===== config.mk =====
export PLATFORM = sky130hd
export DESIGN_NAME = canon_route
export DESIGN_NICKNAME = d
export VERILOG_FILES = /design/src/rtl/canon_route_pkg.sv /design/src/rtl/canon_classify.sv /design/src/rtl/canon_hold_reg.sv /design/src/rtl/canon_fault_reg.sv /design/src/rtl/canon_route.sv
export SDC_FILE = /design/constraint.sdc
export NUM_CORES = 1
export LEC_CHECK = 0
export ABC_AREA = 1
export BUFFER_PORTS_ARGS = -buffer_cell sky130_fd_sc_hd__buf_2
export CORE_MARGIN = 8
export CORE_UTILIZATION = 51
export DETAILED_ROUTE_END_ITERATION = 8
export PLACE_DENSITY_LB_ADDON = 0.25
export SETUP_SLACK_MARGIN = 0.02
export SLEW_MARGIN = 15
export SYNTH_ARGS = -nofsm -noshare
export SYNTH_HDL_FRONTEND = slang
export SYNTH_SLANG_ARGS = --single-unit

===== constraint.sdc =====
create_clock -name clk -period 3.95 [get_ports clk]
set_input_delay 0.79 -clock clk [delete_from_list [all_inputs] [get_ports clk]]
set_output_delay 0.79 -clock clk [all_outputs]
set_load 0.02 [all_outputs]

===== src/rtl/canon_route_pkg.sv =====
package canon_route_pkg;
  localparam int unsigned DEF_ADDR_W     = 64;
  localparam int unsigned DEF_VA_W       = 48;
  localparam int unsigned DEF_PAGE_SHIFT = 12;

  // output port index; order selects the slot in the generate loop
  typedef enum logic [0:0] {
    DEST_WALK = 1'b0,
    DEST_ATC  = 1'b1
  } dest_e;

  localparam int unsigned NUM_DEST = 2;
endpackage


===== src/rtl/canon_classify.sv =====
module canon_classify #(
  parameter int unsigned ADDR_W = 64,
  parameter int unsigned VA_W   = 48
) (
  input  logic [ADDR_W-1:0] addr,
  input  logic              atc_en,
  output logic              canonical,
  output logic              to_atc,
  output logic [VA_W-1:0]   linear
);
  localparam int unsigned EXT_W = ADDR_W - VA_W + 1;

  logic [EXT_W-1:0] ext_bits;

  always_comb begin
    ext_bits  = addr[ADDR_W-1:VA_W-1];
    // sign-extension test: all ones or all zeros across bit VA_W-1 and above
    canonical = (&ext_bits) | ~(|ext_bits);
    to_atc    = atc_en & ~addr[VA_W-1];
    linear    = addr[VA_W-1:0];
  end
endmodule


===== src/rtl/canon_hold_reg.sv =====
module canon_hold_reg #(
  parameter int unsigned W = 48
) (
  input  logic         clk,
  input  logic         rst,
  input  logic         load,
  input  logic [W-1:0] din,
  input  logic         ready,
  output logic         valid,
  output logic [W-1:0] dout
);
  always_ff @(posedge clk) begin
    if (rst) begin
      valid <= 1'b0;
    end else if (load) begin
      valid <= 1'b1;
    end else if (ready) begin
      valid <= 1'b0;
    end
  end

  always_ff @(posedge clk) begin
    if (load) begin
      dout <= din;
    end
  end
endmodule


===== src/rtl/canon_fault_reg.sv =====
module canon_fault_reg #(
  parameter int unsigned ADDR_W = 64
) (
  input  logic              clk,
  input  logic              rst,
  input  logic              set,
  input  logic [ADDR_W-1:0] addr_in,
  input  logic              clr,
  output logic              pulse,
  output logic [ADDR_W-1:0] addr_out,
  output logic              sticky
);
  always_ff @(posedge clk) begin
    if (rst) begin
      pulse  <= 1'b0;
      sticky <= 1'b0;
    end else begin
      pulse <= set;
      if (set) begin
        sticky <= 1'b1;
      end else if (clr) begin
        sticky <= 1'b0;
      end
    end
  end

  always_ff @(posedge clk) begin
    if (rst) begin
      addr_out <= '0;
    end else if (set) begin
      addr_out <= addr_in;
    end
  end
endmodule


===== src/rtl/canon_route.sv =====
module canon_route
  import canon_route_pkg::*;
#(
  parameter int unsigned ADDR_W     = DEF_ADDR_W,
  parameter int unsigned VA_W       = DEF_VA_W,
  parameter int unsigned PAGE_SHIFT = DEF_PAGE_SHIFT
) (
  input  logic                   clk,
  input  logic                   rst,
  input  logic                   atc_en,
  input  logic                   req_valid,
  output logic                   req_ready,
  input  logic [ADDR_W-1:0]      req_addr,
  output logic                   walk_valid,
  input  logic                   walk_ready,
  output logic [VA_W-1:0]        walk_addr,
  output logic [VA_W-PAGE_SHIFT-1:0] walk_pfn,
  output logic                   atc_valid,
  input  logic                   atc_ready,
  output logic [VA_W-1:0]        atc_addr,
  output logic                   fault_pulse,
  output logic [ADDR_W-1:0]      fault_addr,
  output logic                   fault_sticky,
  input  logic                   fault_clr
);
  localparam int unsigned NPORT = NUM_DEST;

  logic            is_canon;
  logic            go_atc;
  logic [VA_W-1:0] lin_addr;
  logic            accept;
  logic            slot_busy;
  logic            slot_fire;

  logic [NPORT-1:0] slot_load;
  logic [NPORT-1:0] slot_valid;
  logic [NPORT-1:0] slot_ready;
  logic [VA_W-1:0]  slot_data [NPORT];

  canon_classify #(
    .ADDR_W (ADDR_W),
    .VA_W   (VA_W)
  ) u_classify (
    .addr      (req_addr),
    .atc_en    (atc_en),
    .canonical (is_canon),
    .to_atc    (go_atc),
    .linear    (lin_addr)
  );

  // a single request may be in flight; a new one enters as the old one leaves
  always_comb begin
    slot_busy = |slot_valid;
    slot_fire = |(slot_valid & slot_ready);
    req_ready = ~slot_busy | slot_fire;
    accept    = req_valid & req_ready;
    slot_load = '0;
    slot_load[DEST_WALK] = accept & is_canon & ~go_atc;
    slot_load[DEST_ATC]  = accept & is_canon & go_atc;
  end

  assign slot_ready[DEST_WALK] = walk_ready;
  assign slot_ready[DEST_ATC]  = atc_ready;

  for (genvar p = 0; p < NPORT; p++) begin : g_slot
    canon_hold_reg #(
      .W (VA_W)
    ) u_hold (
      .clk   (clk),
      .rst   (rst),
      .load  (slot_load[p]),
      .din   (lin_addr),
      .ready (slot_ready[p]),
      .valid (slot_valid[p]),
      .dout  (slot_data[p])
    );
  end

  canon_fault_reg #(
    .ADDR_W (ADDR_W)
  ) u_fault (
    .clk      (clk),
    .rst      (rst),
    .set      (accept & ~is_canon),
    .addr_in  (req_addr),
    .clr      (fault_clr),
    .pulse    (fault_pulse),
    .addr_out (fault_addr),
    .sticky   (fault_sticky)
  );

  assign walk_valid = slot_valid[DEST_WALK];
  assign walk_addr  = slot_data[DEST_WALK];
  assign walk_pfn   = slot_data[DEST_WALK][VA_W-1:PAGE_SHIFT];
  assign atc_valid  = slot_valid[DEST_ATC];
  assign atc_addr   = slot_data[DEST_ATC];
endmodule


-- Word level (Yosys, flattened, before mapping)
Index checks and enable logic that the tools add are counted.
- bits in registers: 164
- latch bits: 0
- memory bits (writable): 0
- memory bits (read-only): 0
- input port bits: 71
- memories: 0
- add/sub/neg operators: 0
- multipliers: 0
- divide/modulo/power cells: 0
- $lt $le $gt $ge: 0
- eq/ne operators: 0
- shift-type cells: 0
- muxes and demuxes: 6
- bitwise gates (word level): 14
- reduce and logical (&&, ||, !) cells: 7
- operators by type and width (operator ; count):
    AND reduction 17 bit ; 1
    OR reduction 17 bit ; 1
    bitwise AND 1 bit ; 6
    two-way mux 1 bit ; 6
    nonzero test 2 bit ; 3
    NOT 1 bit ; 5
    OR reduction 2 bit ; 2
    bitwise AND 2 bit ; 1
    bitwise OR 1 bit ; 2

-- Logic depth before layout (Yosys ltp)
Gate-level depths: netlist (run 1).
- depth after elaboration: 7
- mapped depth: 11

-- Modules after synthesis
Synthesis (run 1) repeated with hierarchy kept, for this count alone.
- cell total of the unflattened synthesis: 643
- area total of the unflattened synthesis: 6465.0 um^2
- modules (own cells, without submodules) (module ; instances ; cells an instance ; area an instance (um^2) ; seq. area each (um^2)):
    canon_hold_reg ; 2 ; 53 ; 1481.4 ; 1461.4
    canon_fault_reg ; 1 ; 412 ; 2693.8 ; 1321.3
    canon_classify ; 1 ; 77 ; 480.5 ; 0.0
    canon_route ; 1 ; 48 ; 327.8 ; 0.0

-- Worst setup path before layout (run 1)
OpenSTA, ideal clock, no wires.
- path type: input-to-reg
- from: input port req_addr[49]
- to: register g_slot[0].u_hold.dout[0], enable pin
- setup time: 0.402 ns
- arrival time: 2.348 ns
- data required time: 3.548 ns
- setup slack: 1.200 ns
- stages on the path: 6
- buffers on the path: 0
- path through: or2_0 -> nor2_1 -> nand3_1 -> nand2_1 -> nand3_1 -> inv_1
- cells in the longest elaborated chain, start to end: 5
- RTL lines (element ; RTL line ; source):
    from (decl) ; canon_route.sv:13 ; input logic [ADDR_W-1:0] req_addr,
    OR reduction 17 bit ; canon_classify.sv:18 ; canonical = (&ext_bits) | ~(|ext_bits);
    NOT 1 bit ; canon_classify.sv:18 ;
    bitwise OR 1 bit * ; canon_classify.sv:18 ;
    bitwise AND 1 bit * (2 in series) ; canon_route.sv:58 ; slot_load[DEST_WALK] = accept & is_canon & ~go_atc;
    via g_slot[0].u_hold.load ; canon_hold_reg.sv:6 ; input logic load,
    to (signal assigned) ; canon_hold_reg.sv:24 ; dout <= din;
    to (decl) ; canon_hold_reg.sv:10 ; output logic [W-1:0] dout
The timed path passes the listed nets; every way through them passes the cells marked *.
A chain may end at the register's enable or synchronous reset.

-- Worst setup path in the final report (run 1)
- from: input port req_addr[49]
- to: register u_fault.addr_out[33]
- cells in the longest elaborated chain, start to end: 5
- RTL lines (element ; RTL line ; source):
    OR reduction 17 bit ; canon_classify.sv:18 ;
    NOT 1 bit ; canon_classify.sv:18 ;
    bitwise OR 1 bit * ; canon_classify.sv:18 ;
    NOT 1 bit * ; canon_route.sv:84 ; .set (accept & ~is_canon),
    bitwise AND 1 bit * ; canon_route.sv:84 ;
    to (signal assigned) ; canon_fault_reg.sv:31 ; addr_out <= addr_in;
    to (decl) ; canon_fault_reg.sv:10 ; output logic [ADDR_W-1:0] addr_out,
Every way passes the cells marked *; elsewhere a longest branch is shown, timed or not.

==> impl_metrics.ini, run 1 <==
[grt]
grt_start_max_net_pins = 82
grt_first_pass_wirelength_um = 24200
overflow = 0
track_usage_pct = 19.5
grt_pass1_vias = 4653
antenna_found_initial = 1

[timing]
finClkSkew_ns = 0.00698
period_minus_slack_ns = 2.20
fin_crit_sh_pct = 55.7
layout_setup_ws_ns = 1.75
setup_violations = 0
slew_headroom_pct = 29.7
drv_slew = 0
finalHoldViolCount = 0
worst_pin_slew_ns = 1.05
rsz0062_at_grt = no
hold_slack_ns = 0.482
fmax_mhz = 455
setup_tns_ns = 0

[routing]
avgViaCountPerCell = 4.67
wl_per_cell_um = 15.4
drtIter0Drc = 316
vias = 4634
postRouteWirelength_um = 15300
drc_errors = 0
first_pass_iters = 4
route.antenna.remaining_nets = 0

[clocking]
cts_hold_buffers = 0
clk_pin_slew_ns = 0.06
cts_resized = 0
cts_tree = built
post_cts_buffers = 0
clk_latency_ns = 0.42
cts-buffers-inserted = 17
htreeDepth = 4
clk_path_buf_depth = 2
cts_num_sinks = 164
ctsRootBufferMaster = clkbuf_16

[min_path]
min_from = u_fault.sticky
worstHoldPathType = register to register
min_path_cells = 2

[critical_path]
worstPathRequired_ns = 4.26
crit_type = primary input to register
startpoint_type = primary input
crit_path_start = req_addr[49]
worstPathArrival_ns = 2.51
cp_max_fo = 81
worstRegToRegCells = 7
endpoint_kind = register
r2r-start = g_slot[1].u_hold.valid

[synthesis]
synth_top_family_by_area = simple AND/OR/NAND/NOR gates
yosys_warnings = 0
synth_seq_cells = 164
seq_area_frac_synth_pct = 69.6
syn-cell-area_um2 = 6100
ys_types = 18
syn-num-nets = 666
synth_compound_area_share_pct = 0.431
synth_top_area_cell = edfxtp_1
synthMuxAreaShare_pct = 0
netlist.area_leader.share_pct = 47.3
post_synth_fa_ha_maj_area_fraction_pct = 0
synth_simple_gate_area_share_pct = 18.6
synthXorXnorAreaFrac_pct = 0
synth_area_leaders = edfxtp_1 (47%), dfxtp_1 (22%), nand2_1 (8.9%)
postSynthAreaPerCell_um2 = 10.2
syn_inst = 595

[place]
place_congestion = 0.799
dpl-instance-area_um2 = 7300
portBuffers = 271
dp_cells = 960
post-place-ws_ns = 1.32
dp.final_hpwl_um = 11300

[layout]
fin_nets = 903
drive_above_1_share_pct = 36.7
fin_area_um2 = 7890
final-instance-count-excl-fill = 993
syn_to_final_growth_pct = 29.5

[pwr]
peakVddDrop_uv = 325
power_density_nw_per_um2 = 480
cellLeakagePower_nw = 3.84

[die]
num_rows = 40
ioPinCount = 272
die_x_um = 125
dieArea_um2 = 15700
die-height_um = 125
initial_core_util_pct = 51.4
core_um2 = 11900

[outcome]
outcome = finished clean

[job]
max_cap_viol_count = 0
-- layer usage --
layer | part of all wire [%] | track usage [%] | wire length [um] | up-vias
met4 | 2.1 | 9.10 | 320 | 0
met2 | 52 | 34.6 | 7950 | 215
met5 | 0 | 0 | 0 | -
li1 | - | - | - | 2263
met1 | 37 | 19.7 | 5620 | 2126
met3 | 9.2 | 7.99 | 1400 | 30
-- Yosys cell counts, drive strengths merged --
cell type	number
nand4	3
nand3	5
clkbuf	6
nor2	139
inv	76
buf	50
nand2	145
dfxtp	68
edfxtp	96
a21oi	3
nor3	1
a21boi	1
or2	2
-- power breakdown --
group / switching [W] / total [W] / internal, W
Combinational: 0.000198 / 0.000299 / 0.000101
Clock: 0.000631 / 0.00161 / 0.000982
Sequential: 0.0000245 / 0.00188 / 0.00185
-- layout by cell type, fill, tap and decap left out, types with 4 or more instances in the layout --
master / count
edfxtp_1: 96
buf_2: 271
dfxtp_1: 68
clkbuf_16: 17
inv_1: 73
nand3_1: 4
nand2_1: 145
nor2_1: 139
-- registers in the layout, indices dropped and copies added, names as in the netlist --
name	count
g_slot.u_hold.valid	2
u_fault.pulse	1
g_slot.u_hold.dout	96
u_fault.addr_out	64
u_fault.sticky	1
-- critical path, stage by stage --
cell,delay (ns)
buf_2,0.12
or2_0,0.21
nor2_1,0.14
nand3_1,0.18
nand3_4,0.45
buf_12,0.37
nand2_1,0.10
nand2_1,0.08
nor2_1,0.05
-- cells by family after synthesis --
logic type | Yosys count
simple gates | 295
buf+inv | 132
flops | 164
compound gates | 4
-- area by class of cell --
| type | count | area (um^2) |
|---|---|---|
| sequential | 164 | 4240 |
| fill | 934 | 3970 |
| timing repair buffer | 274 | 1420 |
| multi-input combinational | 299 | 1170 |
| clock buffer | 21 | 470 |
| inverter | 76 | 285 |
| tap | 147 | 184 |
| clock inverter | 11 | 125 |
| antenna | 1 | 2.50 |
-- path summary, 6_finish.rpt --
kind	slack, ns	to
worst max-delay path	1.75	u_fault.addr_out[33]
worst min register to register	0.48	u_fault.sticky
worst max register to register	1.88	u_fault.addr_out[29]
worst min-delay path	0.48	u_fault.sticky
-- metrics by stage --
stage	utilization (%)	total power, W
floorplan	-	0.00209
global placement	61.5	0.00220
detailed placement	61.5	0.00222
CTS	66.5	0.00383
global route	66.6	0.00393
finish	66.6	0.00379
No activity file was read; power rests on OpenSTA's default activity.
==> run 2: changes to the inputs <==
--- a/config.mk
+++ b/config.mk
@@ -8,7 +8,7 @@
 export ABC_AREA = 1
 export BUFFER_PORTS_ARGS = -buffer_cell sky130_fd_sc_hd__buf_2
 export CORE_MARGIN = 8
-export CORE_UTILIZATION = 51
+export CORE_UTILIZATION = 47
 export DETAILED_ROUTE_END_ITERATION = 8
 export PLACE_DENSITY_LB_ADDON = 0.25
 export SETUP_SLACK_MARGIN = 0.02
==> constraint.sdc (replaced) <==
create_clock -name clk -period 2.1 [get_ports clk]
set_input_delay 0.42 -clock clk [delete_from_list [all_inputs] [get_ports clk]]
set_output_delay 0.42 -clock clk [all_outputs]
set_load 0.02 [all_outputs]
==> impl_metrics.ini, run 2 (same netlist as run 1, synthesis figures left out) <==
[outcome]
outcome = finished clean

[critical_path]
cp_max_fo = 30
worstPathArrival_ns = 1.85
endpoint_kind = register
startpoint_type = register
worstPathRequired_ns = 2.21
crit_path_start = g_slot[1].u_hold.valid
r2r-start = g_slot[1].u_hold.valid
crit_type = register to register

[die]
die-height_um = 130
ioPinCount = 272
core_um2 = 12600
num_rows = 41
die_x_um = 130
initial_core_util_pct = 48.3
dieArea_um2 = 16900

[grt]
grt_pass1_vias = 4564
grt_start_max_net_pins = 52
overflow = 0
track_usage_pct = 17.8
antenna_found_initial = 0
grt_first_pass_wirelength_um = 23000

[pwr]
peakVddDrop_uv = 463
cellLeakagePower_nw = 3.87
comb_power_share_pct = 7.9
power_density_nw_per_um2 = 903
power.internal_w = 0.00567
power.switching_w = 0.00158
clkPwrFrac_pct = 43.4
pwr-share-seq_pct = 48.7
swShare_pct = 21.8

[place]
dp.final_hpwl_um = 11700
place_congestion = 0.815
dp_cells = 992
portBuffers = 271

[clocking]
cts_num_sinks = 164
cts_hold_buffers = 0
cts_tree = built
htreeDepth = 4
clk_pin_slew_ns = 0.06
cts_resized = 0
post_cts_buffers = 0
cts-buffers-inserted = 17
clk_path_buf_depth = 2
clk_latency_ns = 0.41
ctsRootBufferMaster = clkbuf_16

[layout]
drive_above_1_share_pct = 36.5
syn_to_final_growth_pct = 31.7
layout_commonest_cell = buf_2
reg_top3 = g_slot.u_hold.dout: 96 flops, u_fault.addr_out: 64 flops, g_slot.u_hold.valid: 2 flops
fin_util_pct = 63.6
final_cell_mix = buf_2 (271), nand2_1 (145), nor2_1 (139)
fin_nets = 910
top_register = g_slot.u_hold.dout
antenna_cells = 0
n_fill_cell = 1011
final-instance-count-excl-fill = 1024
largest_reg_flops = 96

[min_path]
worstHoldPathType = primary input to register
min_from = req_addr[15]

[routing]
drc_errors = 0
route.antenna.remaining_nets = 0
wl_per_cell_um = 15.0
first_pass_iters = 4
postRouteWirelength_um = 15300
avgViaCountPerCell = 4.50
vias = 4611
drtIter0Drc = 193

[timing]
worst_pin_slew_ns = 0.393
fmax_mhz = 576
period_minus_slack_ns = 1.74
rsz0062_at_grt = no
slew_headroom_pct = 73.8
fin_crit_sh_pct = 82.7
setup_tns_ns = 0
setup_violations = 0
finalHoldViolCount = 0
drv_slew = 0
finClkSkew_ns = 0.00592

[job]
max_cap_viol_count = 0
-- run 2: cell types whose count changed in the layout (fill, tap and decap cells not counted), moves of 2 or more --
cell | before | now
clkinv_2 | 3 | 1
inv_2 | 3 | 1
clkbuf_1 | 1 | 5
buf_4 | 0 | 4
bufinv_16 | 2 | 4
clkinv_1 | 0 | 2
buf_12 | 3 | 6
clkbuf_8 | 3 | 0
-- run 2: power groups by stage --
stage	registers [W]	logic [W]	clock network, W
6_report	0.00353	0.000573	0.00315
5_1_grt	0.00354	0.000637	0.00334
4_1_cts	0.00353	0.000583	0.00321
3_5_place_dp	0.00360	0.000578	0
3_3_place_gp	0.00360	0.000559	0
2_1_floorplan	0.00371	0.000221	0
-- run 2: path summary, 6_finish.rpt --
path / endpoint / slack (ns) / cells after the start
worst max register to register: g_slot[0].u_hold.dout[30] / 0.36 / 5
worst min register to register: u_fault.sticky / 0.48 / 2
worst min-delay path: g_slot[0].u_hold.dout[15] / 0.21 / 1
worst max-delay path: g_slot[0].u_hold.dout[30] / 0.36 / 5
-- run 2: cell type report --
type	count	area (um^2)	area share, %
clock buffers	22	444	5.53
well taps	172	215	2.68
repair buffers	281	1510	18.8
inverters	76	293	3.65
clock inverters	10	158	1.96
multi-input cells	299	1170	14.5
flip-flops and latches	164	4240	52.9
-- run 2: critical path, cell delays in order, from the launching register on --
cell and delay [ns]:
dfxtp_1 0.33, or2_1 0.26, a21boi_2 0.27, nand3_1 0.19, clkinvlp_4 0.15, buf_12 0.22
-- run 2: stage by stage --
step | instance area, um^2 | power [W] | hold WS (ns) | worst slack [ns]
floorplan | 6100 | 0.00393 | 0.489 | 0.126
global placement | 7420 | 0.00415 | 0.451 | 0.223
detailed placement | 7420 | 0.00418 | 0.476 | 0.199
CTS | 8030 | 0.00732 | 0.182 | 0.355
global route | 8030 | 0.00751 | 0.184 | 0.259
finish | 8030 | 0.00725 | 0.207 | 0.364
-- run 2: routing by layer --
metal / up-vias / part of all wire (%) / GRT usage, %
li1: 2280 / - / -
met1: 2137 / 36 / 18.2
met2: 174 / 52 / 32.2
met3: 20 / 9.8 / 7.22
met4: 0 / 1.4 / 6.63
met5: - / 0 / 0
